$ cat config.mk
export PLATFORM = sky130hd
export DESIGN_NAME = sgram_cmd_decoder
export DESIGN_NICKNAME = d
export VERILOG_FILES = /design/src/rtl/sgram_cmd_pkg.sv /design/src/rtl/sgram_pin_decode.sv /design/src/rtl/sgram_power_fsm.sv /design/src/rtl/sgram_addr_qual.sv /design/src/rtl/sgram_cmd_decoder.sv
export SDC_FILE = /design/constraint.sdc
export NUM_CORES = 1
export LEC_CHECK = 0
export BUFFER_PORTS_ARGS = -buffer_cell sky130_fd_sc_hd__buf_2
export CAP_MARGIN = 20
export CELL_PAD_IN_SITES_DETAIL_PLACEMENT = 1
export CELL_PAD_IN_SITES_GLOBAL_PLACEMENT = 2
export CORE_MARGIN = 3
export CORE_UTILIZATION = 28
export DETAILED_ROUTE_END_ITERATION = 8
export PLACE_DENSITY_LB_ADDON = 0.1
export SYNTH_ARGS = -nofsm -noshare
export SYNTH_HDL_FRONTEND = slang
export SYNTH_SLANG_ARGS = --single-unit
$ cat constraint.sdc
create_clock -name clk -period 2.8 [get_ports clk]
set_clock_uncertainty 0.1 [all_clocks]
set_input_delay 0.14 -clock clk [delete_from_list [all_inputs] [get_ports clk]]
set_output_delay 0.14 -clock clk [all_outputs]
set_load 0.1 [all_outputs]
$ cat src/rtl/sgram_cmd_pkg.sv
package sgram_cmd_pkg;

    localparam int N_CMD = 17;

    typedef enum logic [4:0] {
        CMD_DESEL      = 5'd0,
        CMD_NOP        = 5'd1,
        CMD_MODE_LD    = 5'd2,
        CMD_SPMODE_LD  = 5'd3,
        CMD_ACT        = 5'd4,
        CMD_ACT_MASK   = 5'd5,
        CMD_READ       = 5'd6,
        CMD_WRITE      = 5'd7,
        CMD_BLKWR      = 5'd8,
        CMD_BURST_STOP = 5'd9,
        CMD_PRE_ONE    = 5'd10,
        CMD_PRE_ALL    = 5'd11,
        CMD_AUTO_REF   = 5'd12,
        CMD_SREF_ENTER = 5'd13,
        CMD_SREF_EXIT  = 5'd14,
        CMD_PDN_ENTER  = 5'd15,
        CMD_PDN_EXIT   = 5'd16
    } sg_cmd_e;

    typedef enum logic [1:0] {
        PWR_RUN   = 2'd0,
        PWR_PDOWN = 2'd1,
        PWR_SREF  = 2'd2
    } pwr_state_e;

endpackage

$ cat src/rtl/sgram_pin_decode.sv
// Pure pattern decode of the strobes, assuming the clock stays enabled.
module sgram_pin_decode
    import sgram_cmd_pkg::*;
(
    input  logic    cs_n,
    input  logic    ras_n,
    input  logic    cas_n,
    input  logic    we_n,
    input  logic    dsf,
    input  logic    a8,
    output sg_cmd_e base_cmd,
    output logic    is_idle,
    output logic    is_refresh
);

    always_comb begin
        base_cmd   = CMD_NOP;
        is_idle    = 1'b0;
        is_refresh = 1'b0;
        if (cs_n) begin
            base_cmd = CMD_DESEL;
            is_idle  = 1'b1;
        end else begin
            unique case ({ras_n, cas_n, we_n})
                3'b000: base_cmd = dsf ? CMD_SPMODE_LD : CMD_MODE_LD;
                3'b001: begin
                    base_cmd   = CMD_AUTO_REF;
                    is_refresh = 1'b1;
                end
                3'b010: base_cmd = a8 ? CMD_PRE_ALL : CMD_PRE_ONE;
                3'b011: base_cmd = dsf ? CMD_ACT_MASK : CMD_ACT;
                3'b100: base_cmd = dsf ? CMD_BLKWR : CMD_WRITE;
                3'b101: base_cmd = CMD_READ;
                3'b110: base_cmd = CMD_BURST_STOP;
                3'b111: begin
                    base_cmd = CMD_NOP;
                    is_idle  = 1'b1;
                end
            endcase
        end
    end

endmodule

$ cat src/rtl/sgram_power_fsm.sv
// Tracks clock enable and the low-power state; picks the final command.
module sgram_power_fsm
    import sgram_cmd_pkg::*;
(
    input  logic       clk,
    input  logic       rst_n,
    input  logic       cke,
    input  sg_cmd_e    base_cmd,
    input  logic       is_idle,
    input  logic       is_refresh,
    output sg_cmd_e    cmd,
    output logic       illegal,
    output pwr_state_e pwr_state
);

    pwr_state_e state_q, state_d;
    logic       cke_prev_q;

    // state register
    always_ff @(posedge clk or negedge rst_n) begin
        if (!rst_n) begin
            state_q    <= PWR_RUN;
            cke_prev_q <= 1'b0;
        end else begin
            state_q    <= state_d;
            cke_prev_q <= cke;
        end
    end

    // next state and command
    always_comb begin
        state_d = state_q;
        cmd     = CMD_DESEL;
        illegal = 1'b0;
        unique case (state_q)
            PWR_RUN: begin
                if (cke) begin
                    cmd = base_cmd;
                end else if (!cke_prev_q) begin
                    cmd = CMD_DESEL;
                end else if (is_idle) begin
                    cmd     = CMD_PDN_ENTER;
                    state_d = PWR_PDOWN;
                end else if (is_refresh) begin
                    cmd     = CMD_SREF_ENTER;
                    state_d = PWR_SREF;
                end else begin
                    cmd     = CMD_NOP;
                    illegal = 1'b1;
                end
            end
            PWR_PDOWN: begin
                if (cke) begin
                    cmd     = CMD_PDN_EXIT;
                    state_d = PWR_RUN;
                end
            end
            PWR_SREF: begin
                if (cke) begin
                    cmd     = CMD_SREF_EXIT;
                    state_d = PWR_RUN;
                end
            end
            default: state_d = PWR_RUN;
        endcase
    end

    assign pwr_state = state_q;

    // power down persists while clock enable stays low
    a_r9_pdown_holds: assert property (@(posedge clk) disable iff (!rst_n)
        (state_q == PWR_PDOWN && !cke) |=> (state_q == PWR_PDOWN));

    // self refresh persists while clock enable stays low
    a_r8_sref_holds: assert property (@(posedge clk) disable iff (!rst_n)
        (state_q == PWR_SREF && !cke) |=> (state_q == PWR_SREF));

    // a refused command never leaves the run state
    a_r10_illegal_stays_run: assert property (@(posedge clk) disable iff (!rst_n)
        illegal |=> (state_q == PWR_RUN));

endmodule

$ cat src/rtl/sgram_addr_qual.sv
// Derives bank mask and auto-precharge flag from the final command.
module sgram_addr_qual
    import sgram_cmd_pkg::*;
#(
    parameter int N_BANK = 2,
    localparam int BA_W  = (N_BANK > 1) ? $clog2(N_BANK) : 1
) (
    input  sg_cmd_e           cmd,
    input  logic [BA_W-1:0]   ba,
    input  logic              a8,
    output logic [N_BANK-1:0] bank_mask,
    output logic              auto_pre
);

    logic is_column;
    logic uses_ba;
    logic all_banks;

    always_comb begin
        is_column = (cmd == CMD_READ) || (cmd == CMD_WRITE) || (cmd == CMD_BLKWR);
        uses_ba   = is_column || (cmd == CMD_ACT) || (cmd == CMD_ACT_MASK)
                    || (cmd == CMD_PRE_ONE);
        all_banks = (cmd == CMD_PRE_ALL);
        auto_pre  = is_column && a8;
    end

    for (genvar b = 0; b < N_BANK; b++) begin : g_bank
        assign bank_mask[b] = all_banks || (uses_ba && (ba == BA_W'(b)));
    end

endmodule

$ cat src/rtl/sgram_cmd_decoder.sv
module sgram_cmd_decoder
    import sgram_cmd_pkg::*;
#(
    parameter int N_BANK = 2,
    localparam int BA_W  = (N_BANK > 1) ? $clog2(N_BANK) : 1
) (
    input  logic              clk,
    input  logic              rst_n,
    input  logic              cke,
    input  logic              cs_n,
    input  logic              ras_n,
    input  logic              cas_n,
    input  logic              we_n,
    input  logic              dsf,
    input  logic [BA_W-1:0]   ba,
    input  logic              a8,
    output logic [N_CMD-1:0]  cmd_onehot,
    output logic              auto_pre,
    output logic [N_BANK-1:0] bank_mask,
    output logic              cmd_illegal
);

    sg_cmd_e           base_cmd;
    sg_cmd_e           cmd_d;
    logic              is_idle;
    logic              is_refresh;
    logic              illegal_d;
    pwr_state_e        pwr_state;
    logic [N_BANK-1:0] mask_d;
    logic              ap_d;
    logic [N_CMD-1:0]  onehot_d;

    sgram_pin_decode u_pins (
        .cs_n       (cs_n),
        .ras_n      (ras_n),
        .cas_n      (cas_n),
        .we_n       (we_n),
        .dsf        (dsf),
        .a8         (a8),
        .base_cmd   (base_cmd),
        .is_idle    (is_idle),
        .is_refresh (is_refresh)
    );

    sgram_power_fsm u_fsm (
        .clk        (clk),
        .rst_n      (rst_n),
        .cke        (cke),
        .base_cmd   (base_cmd),
        .is_idle    (is_idle),
        .is_refresh (is_refresh),
        .cmd        (cmd_d),
        .illegal    (illegal_d),
        .pwr_state  (pwr_state)
    );

    sgram_addr_qual #(.N_BANK(N_BANK)) u_qual (
        .cmd       (cmd_d),
        .ba        (ba),
        .a8        (a8),
        .bank_mask (mask_d),
        .auto_pre  (ap_d)
    );

    for (genvar i = 0; i < N_CMD; i++) begin : g_onehot
        assign onehot_d[i] = (cmd_d == sg_cmd_e'(i));
    end

    // output registers
    always_ff @(posedge clk or negedge rst_n) begin
        if (!rst_n) begin
            cmd_onehot  <= N_CMD'(1);
            auto_pre    <= 1'b0;
            bank_mask   <= '0;
            cmd_illegal <= 1'b0;
        end else begin
            cmd_onehot  <= onehot_d;
            auto_pre    <= ap_d;
            bank_mask   <= mask_d;
            cmd_illegal <= illegal_d;
        end
    end

    // exactly one command reported
    a_r11_onehot: assert property (@(posedge clk) disable iff (!rst_n)
        $countones(cmd_onehot) == 1);

    // auto precharge only accompanies a column command
    a_r5_autopre_column: assert property (@(posedge clk) disable iff (!rst_n)
        auto_pre |-> (cmd_onehot[CMD_READ] || cmd_onehot[CMD_WRITE] || cmd_onehot[CMD_BLKWR]));

    // all-bank precharge covers every bank
    a_r7_pre_all_mask: assert property (@(posedge clk) disable iff (!rst_n)
        cmd_onehot[CMD_PRE_ALL] |-> (&bank_mask));

    // an illegal command is reported as NOP
    a_r10_illegal_nop: assert property (@(posedge clk) disable iff (!rst_n)
        cmd_illegal |-> (cmd_onehot[CMD_NOP] && bank_mask == '0));

    // deselect addresses no bank
    a_r2_desel_quiet: assert property (@(posedge clk) disable iff (!rst_n)
        cmd_onehot[CMD_DESEL] |-> (bank_mask == '0 && !auto_pre));

    // self-refresh exit follows only from the self-refresh state
    a_r8_exit_from_sref: assert property (@(posedge clk) disable iff (!rst_n)
        $rose(cmd_onehot[CMD_SREF_EXIT]) |-> $past(pwr_state == PWR_SREF));

endmodule

==> flow_metrics.env, run 1 <==
export IMPL_cp_max_fo=8
export IMPL_drive_gt1_share_pct=27.3
export IMPL_wl_per_cell_um=14.2
export IMPL_clk_latency_ps=260
export IMPL_drt_iter0_markers=15
export IMPL_start_kind="flip-flop"
export IMPL_synth_most_common_cell="dfrtp_1"
export IMPL_area_growth_pct=21.6
export IMPL_synth_edff_count=0
export IMPL_cts_root_buf="clkbuf_8"
export IMPL_slew_viol_final=0
export IMPL_final_util_pct=35.9
export IMPL_grt_pass1_vias=1031
export IMPL_core_area_um2=4060
export IMPL_nets=165
export IMPL_die_width_um=71.4
export IMPL_route_detailed_drc=0
export IMPL_end_kind="flip-flop"
export IMPL_rsz0062_at_grt="false"
export IMPL_crit_type="reg -> reg"
export IMPL_synth_nets=133
export IMPL_min_period_ps=2200
export IMPL_vias_per_cell=4.78
export IMPL_startpoint="u_fsm.pwr_state[0]"
export IMPL_synth_commonest_cells="dfrtp_1 (23), nor2_1 (17), nand2_1 (7)"
export IMPL_synth_largest_area_cell="dfrtp_1"
export IMPL_ys_top_cells_by_area="dfrtp_1 (48%), nor2_1 (5.3%), ha_1 (4.2%)"
export IMPL_fmax_mhz=455
export IMPL_worstPathArrival_ps=2280
export IMPL_synth_top_area_share_pct=48.1
export IMPL_worstMarginPinSlew_ps=534
export IMPL_hpwl_mm=2.26
export IMPL_syn_area_per_cell_um2=10.1
export IMPL_firstDrtPassIters=2
export IMPL_rr_worst_depth=7
export IMPL_peakVddDrop_mv=0.197
export IMPL_reg2reg_to="bank_mask[1]"
export IMPL_io_pins=31
export IMPL_total_power_mw=1.33
export IMPL_synth_cell_types=40
export IMPL_grt_overflow=0
export IMPL_h_tree_depth=1
export IMPL_post_cts_setup_buffers=0
export IMPL_die_area_um2=5100
export IMPL_cts_tree="built"
export IMPL_grt_pass1_wl_mm=4.93
export IMPL_route_vias_total=956
export IMPL_setup_viol=0
export IMPL_yosysSeqAreaShare_pct=50.3
export IMPL_r2r_start="u_fsm.pwr_state[0]"
export IMPL_tns_ps=0
export IMPL_clk_pin_slew_ps=80
export IMPL_period_share_pct=78.4
export IMPL_place_gp_congestion=0.749
export IMPL_cts_resized_gates=0
export IMPL_grt_max_degree=25
export IMPL_drtAntennaViolNets=0
export IMPL_clock_sinks=24
export IMPL_cts_buffers=3
export IMPL_endpoint="bank_mask[1]"
export IMPL_track_usage_pct=12.1
export IMPL_drv_cap=0
export IMPL_leakagePower_nw=0.754
export IMPL_reg2reg_slack_ps=600
export IMPL_ys_ff_latch=24
export IMPL_hold_path_depth=1
export IMPL_yosys_warnings=0
export IMPL_netlist_instances=119
export IMPL_ys_flop_type="dfrtp_1"
export IMPL_chipHeight_um=71.4
export IMPL_timing_slew_headroom_pct=64.2
export IMPL_synth_area_um2=1200
export IMPL_antennaDiodeCount=0
export IMPL_async_flop_share_pct=100
export IMPL_fp_row_count=23
export IMPL_required_ps=2890
export IMPL_status="finished clean"
export IMPL_pwr_density_cell_nw_per_um2=912
export IMPL_clockBufferDepth=2
export IMPL_routed_wl_mm=2.84
export IMPL_start_util_pct=29.5
export IMPL_min_path_type="in -> reg"
export IMPL_hold_viol_final=0
export IMPL_grt_antenna_before_repair=0
export IMPL_place_port_buffers=30
export IMPL_hold_buffers=2
layer usage:
layer	up-vias	track usage (%)	wire length (um)	part of all wire, %
met3	2	1.40	122	4.3
met4	0	4.38	29	1.0
met2	21	20.7	1400	49
met5	-	0	0	0
met1	462	15.7	1290	45
li1	471	-	-	-
flip-flops by register name, indices dropped and copies added (netlist names):
signal / flops
u_fsm.pwr_state: 2
auto_pre: 1
cmd_illegal: 1
bank_mask: 2
cmd_onehot: 17
u_fsm.cke_prev_q: 1
stage by stage:
step | worst slack (ps) | cell area (um2) | hold WS, ps | std cells
finish | 604 | 1460 | 14.4 | 200
global route | 470 | 1460 | 11.5 | 200
CTS | 596 | 1460 | 8.82 | 200
detailed placement | 615 | 1380 | 55.9 | 194
global placement | 667 | 1380 | 39.2 | 194
floorplan | 795 | 1200 | -256 | 119
report_power, final:
part | internal (mW) | switching (mW)
Clock | 0.125 | 0.108
Combinational | 0.158 | 0.516
Sequential | 0.404 | 0.0178
how the worst min path moves through the flow:
stage	startpoint	endpoint	slack [ps]
2_1_floorplan	rst_n	auto_pre	-260
3_3_place_gp	rst_n	bank_mask[0]	40
3_5_place_dp	rst_n	cmd_onehot[11]	60
4_1_cts	cke	u_fsm.cke_prev_q	9
5_1_grt	cke	u_fsm.cke_prev_q	10
6_report	cke	u_fsm.cke_prev_q	10
logic make-up after synthesis:
group                    Yosys count  synth area share, %
AO/OA/AOI/OAI                     27                 17.0
adder cells (fa/ha/maj)            4                 4.18
buffers and inverters             11                 4.28
flip-flops                        24                 50.3
multiplexers                       3                 2.61
AND/OR/NAND/NOR                   50                 21.6
worst max-delay path, cell delays in order, from the launching register on:
cell	delay, ps
dfrtp_1	410
inv_1	110
ha_1	290
o21ai_0	140
or2_2	300
o32a_4	340
or2_4	280
o22ai_1	160
cell type report:
type | count | area [um2]
fillers | 477 | 2600
flip-flops and latches | 24 | 602
multi-input cells | 84 | 544
repair buffers | 32 | 170
well taps | 50 | 62.6
clock buffers | 4 | 55.1
inverters | 6 | 22.5
placed cells by master, fill, tap and decap left out, types with 2 or more instances in the layout:
master         instances
nor2b_1                5
o21ai_0                6
buf_2                 30
nor2_1                17
dlygate4sd3_1          2
o21bai_1               2
nand2b_1               3
or3_1                  2
and3_1                 3
clkbuf_8               4
a21oi_1                3
dfrtp_1               23
o22ai_1                2
ha_1                   4
nand2_1                7
nor3_1                 2
nand3_1                2
mux2i_1                2
or2_2                  2
or2b_1                 3
inv_1                  6
a211oi_1               2
Power figures use the tool's default switching activity.
==> inputs of run 2 (changes only) <==
ABC_AREA = 1   (was default)
CORE_UTILIZATION = 26   (was 28)
clock period = 2 ns   (was 2.8 ns; I/O delays follow)
==> flow_metrics.env, run 2 <==
export IMPL_core_area_um2=4140
export IMPL_fmax_mhz=539
export IMPL_routed_wl_mm=2.89
export IMPL_die_width_um=72.9
export IMPL_ys_top_cells_by_area="dfrtp_1 (49%), nand2_1 (15%), nor2_1 (5.5%)"
export IMPL_synth_cell_types=17
export IMPL_drv_cap=0
export IMPL_syn_area_per_cell_um2=8.19
export IMPL_grt_overflow=0
export IMPL_ys_ff_latch=24
export IMPL_cts_buffers=3
export IMPL_io_pins=31
export IMPL_switchingPower_mw=1.31
export IMPL_route_vias_total=1025
export IMPL_grt_pass1_vias=1011
export IMPL_nFillCells=527
export IMPL_slew_viol_final=0
export IMPL_clk_latency_ps=280
export IMPL_synth_largest_area_cell="dfrtp_1"
export IMPL_multi_input_area_um2=538
export IMPL_intPower_mw=1.15
export IMPL_grt_antenna_before_repair=0
export IMPL_clockPowerShare_pct=17.8
export IMPL_start_kind="flip-flop"
export IMPL_yosys_warnings=0
export IMPL_cp_max_fo=6
export IMPL_pwr_density_cell_nw_per_um2=1580
export IMPL_grt_pass1_wl_mm=4.53
export IMPL_async_flop_share_pct=100
export IMPL_hpwl_mm=2.17
export IMPL_required_ps=2130
export IMPL_grt_max_degree=25
export IMPL_min_period_ps=1850
export IMPL_final_area_um2=1560
export IMPL_place_gp_congestion=0.771
export IMPL_final_common_cell="nand2_1"
export IMPL_clockBufferDepth=2
export IMPL_clk_pin_slew_ps=90
export IMPL_start_util_pct=28.1
export IMPL_drive_gt1_share_pct=34.1
export IMPL_h_tree_depth=1
export IMPL_largest_register_ffs=17
export IMPL_seqCellArea_um2=602
export IMPL_hold_viol_final=0
export IMPL_chipHeight_um=72.9
export IMPL_mostFrequentLayoutCells="nand2_1 (43), buf_2 (30), dfrtp_1 (23)"
export IMPL_worstPathArrival_ps=1980
export IMPL_synth_top_area_share_pct=49.5
export IMPL_drtAntennaViolNets=0
export IMPL_leakagePower_nw=0.899
export IMPL_combPwrFrac_pct=56.9
export IMPL_nets=197
export IMPL_antennaDiodeCount=0
export IMPL_largest_register="cmd_onehot"
export IMPL_period_share_pct=92.7
export IMPL_yosysSeqAreaShare_pct=51.7
export IMPL_synth_edff_count=0
export IMPL_end_kind="flip-flop"
export IMPL_track_usage_pct=11.2
export IMPL_place_inst=222
export IMPL_p_sw_share_pct=53.3
export IMPL_cts_tree="built"
export IMPL_netlist_instances=142
export IMPL_dpl_instance_area_um2=1380
export IMPL_synth_commonest_cells="nand2_1 (46), dfrtp_1 (23), nor2_1 (17)"
export IMPL_firstDrtPassIters=2
export IMPL_p_seq_share_pct=25.3
export IMPL_place_port_buffers=30
export IMPL_final_util_pct=37.5
export IMPL_ys_flop_type="dfrtp_1"
export IMPL_route_detailed_drc=0
export IMPL_setup_viol=0
export IMPL_synth_most_common_cell="nand2_1"
export IMPL_crit_type="reg -> reg"
export IMPL_fp_row_count=23
export IMPL_die_area_um2=5310
export IMPL_vias_per_cell=4.42
export IMPL_peakVddDrop_mv=0.470
export IMPL_status="finished clean"
export IMPL_cts_root_buf="clkbuf_8"
export IMPL_layout_cells_non_filler=232
export IMPL_min_path_type="in -> reg"
export IMPL_worstMarginPinSlew_ps=540
export IMPL_synth_area_um2=1160
export IMPL_total_power_mw=2.46
export IMPL_timing_slew_headroom_pct=64.0
export IMPL_drt_iter0_markers=22
export IMPL_clock_sinks=24
export IMPL_wl_per_cell_um=12.5
export IMPL_synth_nets=156
export IMPL_area_growth_pct=33.7
run 2: area by class of cell:
| type | instances | area share, % |
|---|---|---|
| Inverter | 19 | 4.59 |
| Sequential cell | 24 | 38.7 |
| Multi-Input combinational cell | 98 | 34.6 |
| Clock inverter | 1 | 1.93 |
| Timing Repair Buffer | 37 | 13.5 |
| Clock buffer | 3 | 2.65 |
| Tap cell | 50 | 4.02 |
run 2: kinds of logic (layout without fill, tap and decap cells):
family | after synthesis | count (layout) | share of synthesized area, %
AOI/OAI and AO/OA | 10 | 10 | 4.52
adders and majority gates | 4 | 4 | 4.30
buffers and inverters | 20 | 60 | 6.56
DFF | 24 | 24 | 51.7
and+or+nand+nor | 84 | 84 | 32.9
run 2: critical path, cell delays in order, from the launching register on:
cell and delay (ps):
dfrtp_1 440, inv_2 100, ha_4 150, nand2_1 80, inv_1 60, nand2_1 50, nand2_1 70, nand2_1 80
nand2_2 80, nand2_4 80, nor2_4 210, nand3_4 110, nand3_2 80, nand2_1 50, nand2_1 50
run 2: stage by stage:
step	hold WS, ps	setup TNS (ps)	worst slack [ps]
after floorplan	-296	0	317
after global placement	-0.642	0	56.2
after detailed placement	18.5	0	22.9
after CTS	0.0111	0	10.1
after global routing	14.1	-151	-41.5
final	14.8	0	145
run 2: worst paths after layout:
| path | start | to | slack, ps | depth (start not counted) |
|---|---|---|---|---|
| worst max-delay path | u_fsm.pwr_state[1] | bank_mask[0] | 150 | 14 |
| worst min-delay path | a8 | auto_pre | 10 | 2 |
| worst max register to register | u_fsm.pwr_state[1] | bank_mask[0] | 150 | 14 |
| worst min register to register | u_fsm.cke_prev_q | cmd_illegal | 480 | 2 |
| max in group asynchronous | rst_n | cmd_onehot[0] | 1200 | 2 |
| min in group asynchronous | rst_n | auto_pre | 230 | 2 |
run 2: timing repair:
item	CTS	global route
hold endpoints to repair	26	0
hold buffers	3	0
pin swaps	0	1
setup buffers	0	3
endpoints found under the setup margin	2	20
resized for setup	1	13
run 2: power groups by stage:
stage / combinational [mW] / sequential (mW) / clock, mW
finish: 1.40 / 0.623 / 0.439
global route: 1.51 / 0.632 / 0.475
CTS: 1.30 / 0.625 / 0.461
detailed placement: 1.29 / 0.635 / 0
global placement: 1.28 / 0.631 / 0
floorplan: 0.410 / 1.27 / 0
run 2: metal layers:
layer | track usage (%) | wire length [um] | up-vias
met5 | 0 | 0 | -
met4 | 3.69 | 38 | 0
met3 | 3.31 | 144 | 4
met2 | 20.1 | 1500 | 20
met1 | 12.6 | 1210 | 480
li1 | - | - | 521
==> inputs of run 3 (changes only) <==
CAP_MARGIN = default   (was 20)
clock period = 1.5 ns   (was 2 ns; I/O delays follow)
==> flow_metrics.env, run 3 (synthesis gave the netlist of run 2 again) <==
export IMPL_cts_root_buf="clkbuf_8"
export IMPL_core_area_um2=4140
export IMPL_grt_pass1_vias=1186
export IMPL_clock_sinks=24
export IMPL_violations="setup timing"
export IMPL_cp_num_buf_inv=3
export IMPL_hold_viol_final=0
export IMPL_p_seq_share_pct=21.4
export IMPL_grt_antenna_before_repair=0
export IMPL_drive_gt1_share_pct=59.7
export IMPL_clk_latency_ps=260
export IMPL_route_vias_total=1137
export IMPL_whs_ps=113
export IMPL_rsz0062_at_grt="true"
export IMPL_io_pins=31
export IMPL_end_kind="flip-flop"
export IMPL_status="finished, violations left"
export IMPL_route_detailed_drc=0
export IMPL_firstDrtPassIters=2
export IMPL_start_util_pct=28.1
export IMPL_hpwl_mm=2.40
export IMPL_hp_start="cke"
export IMPL_switchingPower_mw=2.02
export IMPL_top_usage_layer="met2"
export IMPL_crit_chain="inv_2 -> ha_4 -> nand2_4 -> inv_2 -> nand2_2 -> nand2_2 -> nand2_2 -> nand2_2 -> nand2_4 -> nor2_4 -> buf_4 -> nand2_1 -> nor2_1"
export IMPL_mostFrequentLayoutCells="buf_2 (30), nand2_1 (28), buf_4 (28)"
export IMPL_worstMarginPinSlew_ps=570
export IMPL_crit_type="reg -> reg"
export IMPL_largest_register_ffs=17
export IMPL_fmax_mhz=579
export IMPL_intPower_mw=1.82
export IMPL_crit_path_max_incr_delay_ps=400
export IMPL_h_tree_depth=1
export IMPL_largest_register="cmd_onehot"
export IMPL_gr_usage_met3_pct=2.07
export IMPL_timing_slew_headroom_pct=62.0
export IMPL_area_growth_pct=65.3
export IMPL_clockPowerShare_pct=11.9
export IMPL_path_depth=13
export IMPL_min_period_ps=1730
export IMPL_grt_pass1_wl_mm=5.23
export IMPL_pwr_density_cell_nw_per_um2=2000
export IMPL_cpMaxStageDelayCell="dfrtp_1"
export IMPL_cp_max_fo=6
export IMPL_wl_per_cell_um=12.8
export IMPL_combPwrFrac_pct=66.7
export IMPL_place_port_buffers=30
export IMPL_drv_cap=0
export IMPL_final_common_cell="buf_2"
export IMPL_slew_viol_final=0
export IMPL_drt_iter0_markers=11
export IMPL_worstPathArrival_ps=1830
export IMPL_period_share_pct=115
export IMPL_setup_viol=20
export IMPL_peakVddDrop_mv=0.580
export IMPL_start_kind="flip-flop"
export IMPL_rr_worst_depth=13
export IMPL_met1_usage_pct=14.9
export IMPL_leakagePower_nw=1.06
export IMPL_cts_buffers=3
export IMPL_critPathMostFrequentCell="nand2_2"
export IMPL_vias_per_cell=4.36
export IMPL_routed_wl_mm=3.34
export IMPL_min_path_type="in -> reg"
export IMPL_p_sw_share_pct=52.6
export IMPL_r2r_start="u_fsm.pwr_state[1]"
export IMPL_track_usage_pct=12.4
export IMPL_fp_row_count=23
export IMPL_clockBufferDepth=2
export IMPL_hold_path_depth=3
export IMPL_required_ps=1600
export IMPL_startpoint="u_fsm.pwr_state[1]"
export IMPL_grt_overflow=0
export IMPL_die_area_um2=5310
export IMPL_setup_ws_ps=-229
export IMPL_grt_met2_usage_pct=23.2
export IMPL_cts_tree="built"
export IMPL_clk_pin_slew_ps=90
export IMPL_drtAntennaViolNets=0
export IMPL_antennaDiodeCount=0
export IMPL_nets=226
export IMPL_place_gp_congestion=0.737
export IMPL_die_width_um=72.9
export IMPL_chipHeight_um=72.9
export IMPL_grt_max_degree=25
export IMPL_tns_ps=-3350
export IMPL_crit_family="simple AND/OR/NAND/NOR gates"
[run 3: cell types whose count changed in the layout (fill, tap and decap cells not counted), sizes merged]
cell | previous run | this run
buf | 34 | 62
bufinv | 1 | 0
clkbuf | 3 | 4
dlygate4sd3 | 3 | 4
[run 3: final cells by class]
type	count	area, um2
Fill cell	515	2220
Multi-Input combinational cell	98	687
Sequential cell	24	602
Timing Repair Buffer	66	445
Inverter	19	71.3
Tap cell	50	62.6
Clock buffer	4	55.1
[run 3: power by group through the flow]
| stage | Sequential (mW) | Clock (mW) | Combinational, mW |
|---|---|---|---|
| finish | 0.822 | 0.457 | 2.57 |
| global route | 0.842 | 0.495 | 2.74 |
| CTS | 0.825 | 0.463 | 2.15 |
| detailed placement | 0.834 | 0 | 1.96 |
| global placement | 0.831 | 0 | 1.93 |
| floorplan | 1.69 | 0 | 0.582 |
[run 3: worst paths after layout]
path	to	slack, ps
setup / recovery	cmd_onehot[9]	-230
hold / removal	cmd_illegal	110
setup reg to reg	cmd_onehot[9]	-230
hold reg to reg	u_fsm.pwr_state[0]	530
max in group asynchronous	cmd_onehot[0]	690
min in group asynchronous	cmd_onehot[6]	230
[run 3: routing by layer]
| layer | wire [um] | part of all wire, % | vias up |
|---|---|---|---|
| li1 | - | - | 577 |
| met1 | 1370 | 41 | 543 |
| met2 | 1840 | 55 | 15 |
| met3 | 111 | 3.3 | 2 |
| met4 | 19 | 0.57 | 0 |
| met5 | 0 | 0 | - |
[run 3: worst min-delay path: stages]
cell    delay, ps
buf_2         140
buf_4         170
nor3_1         60
[run 3: what timing repair did]
item	4_1_cts	5_1_grt
endpoints found under the hold margin	27	0
pin swaps	7	23
buffers inserted	5	9
hold buffers	4	0
setup endpoints to repair	20	22
gates resized for setup	16	45
[run 3: per-stage QoR]
stage                     total power, mW  setup WS [ps]  instances  util [%]  cell area, um2
final                                3.85           -229        261      46.4            1920
after global routing                 4.08           -377        261      46.4            1920
after CTS                            3.43           -248        252      41.1            1700
after detailed placement             2.79           -311        239      36.7            1520
after global placement               2.76           -269        239      36.7            1520
after floorplan                      2.27           -138        142         -            1180
